<file path="src/rtl/pwm_xfer_pkg.sv">
package pwm_xfer_pkg;
  typedef enum logic [1:0] {
    XM_FREE     = 2'b00,
    XM_HOLD     = 2'b01,
    XM_LINKED   = 2'b10,
    XM_FREE_ALT = 2'b11
  } xfer_mode_e;

  localparam int NUM_EVT = 2;
  localparam int EVT_CREST  = 0;
  localparam int EVT_TROUGH = 1;
endpackage

</file>
<file path="src/rtl/pwm_skip_ctr.sv">
module pwm_skip_ctr #(
  parameter int CNT_W = 3
) (
  input  logic             clk,
  input  logic             rst,
  input  logic             evt,
  input  logic             en,
  input  logic [CNT_W-1:0] limit,
  output logic             active,
  output logic             fire,
  output logic             step,
  output logic             irq
);
  logic [CNT_W-1:0] cnt;
  logic [CNT_W-1:0] limit_q;
  logic             changed;
  logic [CNT_W-1:0] cnt_inc;

  assign cnt_inc = cnt + CNT_W'(1);
  assign changed = (limit != limit_q);
  assign active  = en && (limit != '0);
  assign fire    = evt && active && !changed && (cnt_inc == limit);
  assign step    = evt && active && !changed && !fire;

  always_ff @(posedge clk) begin
    if (rst) begin
      cnt     <= '0;
      limit_q <= '0;
      irq     <= 1'b0;
    end else begin
      limit_q <= limit;
      irq     <= fire || (evt && !active);
      if (!active || changed || fire)
        cnt <= '0;
      else if (step)
        cnt <= cnt_inc;
    end
  end
endmodule

</file>
<file path="src/rtl/pwm_xfer_buffer.sv">
module pwm_xfer_buffer #(
  parameter int DATA_W = 16
) (
  input  logic              clk,
  input  logic              rst,
  input  logic              wr,
  input  logic [DATA_W-1:0] wdata,
  input  logic              allow,
  input  logic              any_evt,
  output logic              load,
  output logic [DATA_W-1:0] tmp_q,
  output logic [DATA_W-1:0] cmp_q
);
  logic [DATA_W-1:0] buf_q;
  logic              pend;
  logic              do_load;

  assign do_load = pend && allow;

  always_ff @(posedge clk) begin
    if (rst) begin
      buf_q <= '0;
      pend  <= 1'b0;
      tmp_q <= '0;
      cmp_q <= '0;
      load  <= 1'b0;
    end else begin
      load <= do_load;
      if (do_load)
        tmp_q <= buf_q;
      if (any_evt)
        cmp_q <= tmp_q;
      if (wr) begin
        buf_q <= wdata;
        pend  <= 1'b1;
      end else if (do_load) begin
        pend <= 1'b0;
      end
    end
  end
endmodule

</file>
<file path="src/rtl/pwm_buf_xfer_ctrl.sv">
module pwm_buf_xfer_ctrl #(
  parameter int DATA_W = 16,
  parameter int CNT_W  = 3
) (
  input  logic              clk,
  input  logic              rst,
  input  logic              crest_evt,
  input  logic              trough_evt,
  input  logic [1:0]        xfer_mode,
  input  logic              crest_skip_en,
  input  logic              trough_skip_en,
  input  logic [CNT_W-1:0]  crest_skip_cnt,
  input  logic [CNT_W-1:0]  trough_skip_cnt,
  input  logic              buf_wr,
  input  logic [DATA_W-1:0] buf_wdata,
  output logic              xfer_window,
  output logic              tmp_load,
  output logic              crest_irq,
  output logic              trough_irq,
  output logic [DATA_W-1:0] tmp_data,
  output logic [DATA_W-1:0] cmp_data
);
  import pwm_xfer_pkg::*;

  logic [NUM_EVT-1:0] evt_v, en_v, act_v, fire_v, step_v, irq_v;
  logic [CNT_W-1:0]   lim_v [NUM_EVT];
  xfer_mode_e         mode;
  logic               allow;

  assign evt_v[EVT_CREST]  = crest_evt;
  assign evt_v[EVT_TROUGH] = trough_evt;
  assign en_v[EVT_CREST]   = crest_skip_en;
  assign en_v[EVT_TROUGH]  = trough_skip_en;
  assign lim_v[EVT_CREST]  = crest_skip_cnt;
  assign lim_v[EVT_TROUGH] = trough_skip_cnt;

  for (genvar g = 0; g < NUM_EVT; g++) begin : g_skip
    pwm_skip_ctr #(.CNT_W(CNT_W)) u_ctr (
      .clk    (clk),
      .rst    (rst),
      .evt    (evt_v[g]),
      .en     (en_v[g]),
      .limit  (lim_v[g]),
      .active (act_v[g]),
      .fire   (fire_v[g]),
      .step   (step_v[g]),
      .irq    (irq_v[g])
    );
  end

  assign crest_irq  = irq_v[EVT_CREST];
  assign trough_irq = irq_v[EVT_TROUGH];

  always_ff @(posedge clk) begin
    if (rst)
      xfer_window <= 1'b0;
    else if (act_v == '0)
      xfer_window <= 1'b0;
    else if (fire_v != '0)
      xfer_window <= 1'b1;
    else if (step_v != '0)
      xfer_window <= 1'b0;
  end

  assign mode = xfer_mode_e'(xfer_mode);

  always_comb begin
    case (mode)
      XM_HOLD:   allow = 1'b0;
      XM_LINKED: allow = xfer_window;
      default:   allow = 1'b1;
    endcase
  end

  pwm_xfer_buffer #(.DATA_W(DATA_W)) u_buf (
    .clk     (clk),
    .rst     (rst),
    .wr      (buf_wr),
    .wdata   (buf_wdata),
    .allow   (allow),
    .any_evt (crest_evt || trough_evt),
    .load    (tmp_load),
    .tmp_q   (tmp_data),
    .cmp_q   (cmp_data)
  );
endmodule

</file>
<file path="config.mk">
export PLATFORM = sky130hd
export DESIGN_NAME = pwm_buf_xfer_ctrl
export DESIGN_NICKNAME = d
export VERILOG_FILES = /design/src/rtl/pwm_xfer_pkg.sv /design/src/rtl/pwm_skip_ctr.sv /design/src/rtl/pwm_xfer_buffer.sv /design/src/rtl/pwm_buf_xfer_ctrl.sv
export SDC_FILE = /design/constraint.sdc
export NUM_CORES = 1
export LEC_CHECK = 0
export BUFFER_PORTS_ARGS = -buffer_cell sky130_fd_sc_hd__buf_2
export CELL_PAD_IN_SITES_DETAIL_PLACEMENT = 1
export CELL_PAD_IN_SITES_GLOBAL_PLACEMENT = 2
export CORE_ASPECT_RATIO = 0.8
export CORE_UTILIZATION = 33
export DETAILED_ROUTE_END_ITERATION = 16
export GPL_TIMING_DRIVEN = 0
export HOLD_SLACK_MARGIN = 0.15
export PLACE_DENSITY = 0.89
export SETUP_SLACK_MARGIN = 0.1
export SKIP_CTS_REPAIR_TIMING = 1
export SLEW_MARGIN = 20
export SYNTH_ARGS = -nofsm -noshare
export SYNTH_HDL_FRONTEND = slang
export SYNTH_SLANG_ARGS = --single-unit
</file>
<file path="constraint.sdc">
create_clock -name clk -period 3.65 [get_ports clk]
set_input_delay 0.365 -clock clk [delete_from_list [all_inputs] [get_ports clk]]
set_output_delay 0.365 -clock clk [all_outputs]
set_load 0.005 [all_outputs]
</file>
==> impl_metrics.tcl <==
set metrics [dict create \
    static-leakage-power_uw 0.00149 \
    globalplace.congestion 0.756 \
    yosys.area.top_type "dfxtp_1" \
    htree_levels 3 \
    finalCriticalPeriod_ns 1.89 \
    period_share 0.518 \
    num_vias 2079 \
    antennaDiodeCount 0 \
    holdPathStages 3 \
    cp-start-kind "flop" \
    synth_cell_types 34 \
    clkSlewWorstSetupHoldPaths_ns 0.07 \
    critPathMaxFanout 5 \
    via_per_inst 4.61 \
    hold_class "input pin to flop" \
    layout.nets 374 \
    status "complete, no violations" \
    fp.dieH_um 80.4 \
    path_class "flop to flop" \
    ant_nets 0 \
    yosysSeqAreaShare 0.513 \
    drive_gt1_frac 0.249 \
    cts-root-buf "clkbuf_8" \
    path_cells "ha_1, xor3_1, nor3_1, o21ai_0, nand2_1, a21boi_0" \
    die-area_mm2 0.00804 \
    final_cells 451 \
    grt_pass1_wl_mm 10.5 \
    cts_tree "done" \
    synthXorXnorAreaFrac 0.0494 \
    maxSlewViolCount 0 \
    ir_worst_vdd_uv 136 \
    ioPinCount 67 \
    place_area_mm2 0.00298 \
    yosysWarnings 0 \
    yosys.area_share.adder 0.00987 \
    ys_top_cells_by_area "dfxtp_1 51%, mux2i_1 14%, nand2_1 5.8%" \
    coreArea_mm2 0.00743 \
    power_density_mw_per_mm2 479 \
    clk_latency_ns 0.33 \
    routedWlPerCell_um 14.2 \
    postSynthAreaPerCell_um2 9.46 \
    drc 0 \
    grt_setup_unrepaired "no" \
    cp_slowest_cell "nor3_1" \
    maxCapViolCount 0 \
    finalSetupViolCount 0 \
    tightest_slew_ns 0.632 \
    synth_simple_gate_area_share 0.177 \
    track_usage 0.172 \
    muxShareOfSynthArea 0.138 \
    wirelength_mm 6.39 \
    syn-num-nets 301 \
    syn_inst 268 \
    die_w_um 100 \
    grt_max_degree 11 \
    critPathMaxStageDelay_ns 0.48 \
    areaGrowthSynthToFinish_pct 26.4 \
    r2r_cells 6 \
    initial_core_util 0.341 \
    mostFrequentLayoutCells "65 x buf_2, 65 x dfxtp_1, 39 x nand2_1, 38 x nor2_1, 35 x mux2i_1" \
    synth-compound-area-share 0.0780 \
    rows 28 \
    fin_area_mm2 0.00320 \
    worst_setup_path_end_kind "flop" \
    dp_hpwl_mm 4.73 \
    synth.top_cell.area_share 0.513 \
    drt_iter0_drc 46 \
    slew_headroom 0.578 \
    ys_seq_elements 65 \
    synth_area_mm2 0.00253 \
    cts.sinks 65 \
    dp.cells 435 \
    power_uw 1540 \
    fin_skew_ns 0.00653 \
    overflow 0 \
    max_freq_ghz 0.529 \
    grt_pass1_vias 2125 \
    clk_path_buf_depth 2 \
    firstDrtPassIters 4 \
    port_buffers 62 \
    synth_top_family_by_area "simple AND/OR/NAND/NOR gates" \
    cts_made_buffers 9 \
    hold_viol_final 0 \
    crit_required_ns 3.87 \
    tns_ns 0 \
    arrival_ns 2.11 \
    antenna_found_initial 0 \
]
-- logic make-up (layout without fill, tap and decap cells) --
kind of cell,after synthesis,after routing
AO/OA/AOI/OAI,33,33
XOR/XNOR,11,11
adder cells (fa/ha/maj),2,2
buffers and inverters,19,97
flip-flops,65,65
multiplexers,35,35
AND/OR/NAND/NOR,103,103
-- sequential cells by signal, indices dropped and copies added, names as in the netlist, 2 cells and up --
name                  cells
g_skip.u_ctr.cnt          6
g_skip.u_ctr.irq          2
g_skip.u_ctr.limit_q      6
u_buf.buf_q              16
u_buf.cmp_q              16
u_buf.tmp_q              16
-- through the flow --
stage,utilization,hold WS [ns],worst slack [ns]
global route,0.431,0.247,1.64
global placement,0.401,0.436,1.87
detailed placement,0.401,0.442,1.78
finish,0.431,0.273,1.76
CTS,0.431,0.257,1.77
floorplan,-,0.444,2.07
-- final timing paths --
path                                                          start                             endpoint  slack [ns]
worst max-delay path            g_skip[0].u_ctr.cnt[0]$_SDFFE_PP0P_  g_skip[0].u_ctr.cnt[2]$_SDFFE_PP0P_        1.76
worst min-delay path                                   buf_wdata[7]          u_buf.buf_q[7]$_SDFFE_PP0P_        0.27
worst max register to register  g_skip[0].u_ctr.cnt[0]$_SDFFE_PP0P_  g_skip[0].u_ctr.cnt[2]$_SDFFE_PP0P_        1.76
worst min register to register          u_buf.cmp_q[4]$_SDFFE_PP0P_          u_buf.cmp_q[4]$_SDFFE_PP0P_        0.45
-- worst max-delay path: cells and delay by family (launching register included) --
kind                       cells  cell delay [ns]
AOI/OAI and AO/OA              2             0.24
DFF                            1             0.35
xor gates and xnor gates       1             0.35
adders and majority gates      1             0.25
and+or+nand+nor                2             0.58
-- layer usage --
metal  GRT usage  share of wire
met1       0.215           0.48
met2       0.288           0.47
met3      0.0531          0.039
met4      0.0478         0.0081
met5           0              0
-- cell usage after synthesis --
cell and number:
dfxtp_1 65, nand2_1 39, nor2_1 38, mux2i_1 35
a21oi_1 21, clkbuf_1 11, nor2b_1 8, xor2_1 5
nand3_1 4, nor3_1 4, xnor2_1 4, buf_2 3
inv_1 3, a21boi_0 2, ha_1 2, nand2b_1 2
o31a_1 2, o31ai_1 2, or2_2 2, or3_1 2
a21bo_2 1, a21boi_1 1, a21o_1 1, a31oi_1 1
and2_1 1, buf_4 1, buf_6 1, nand3b_1 1
nand4_1 1, nor3b_2 1, o21ai_0 1, o221ai_1 1
xnor3_1 1, xor3_1 1
-- area by class of cell --
class,count,area (µm²)
Buffer,16,75.1
Clock buffer,15,196
Sequential cell,65,1300
Tap cell,105,131
Multi-Input combinational cell,184,1150
Inverter,3,11.3
Timing Repair Buffer,62,310
Clock inverter,1,30.0
Fill cell,913,4220
-- report_power, final --
part | switching [µW] | internal [µW]
clock network | 260 | 410
logic | 67.9 | 53.2
registers | 13.0 | 731
total | 341 | 1190
Note: power is estimated with default switching activity, not from simulation.
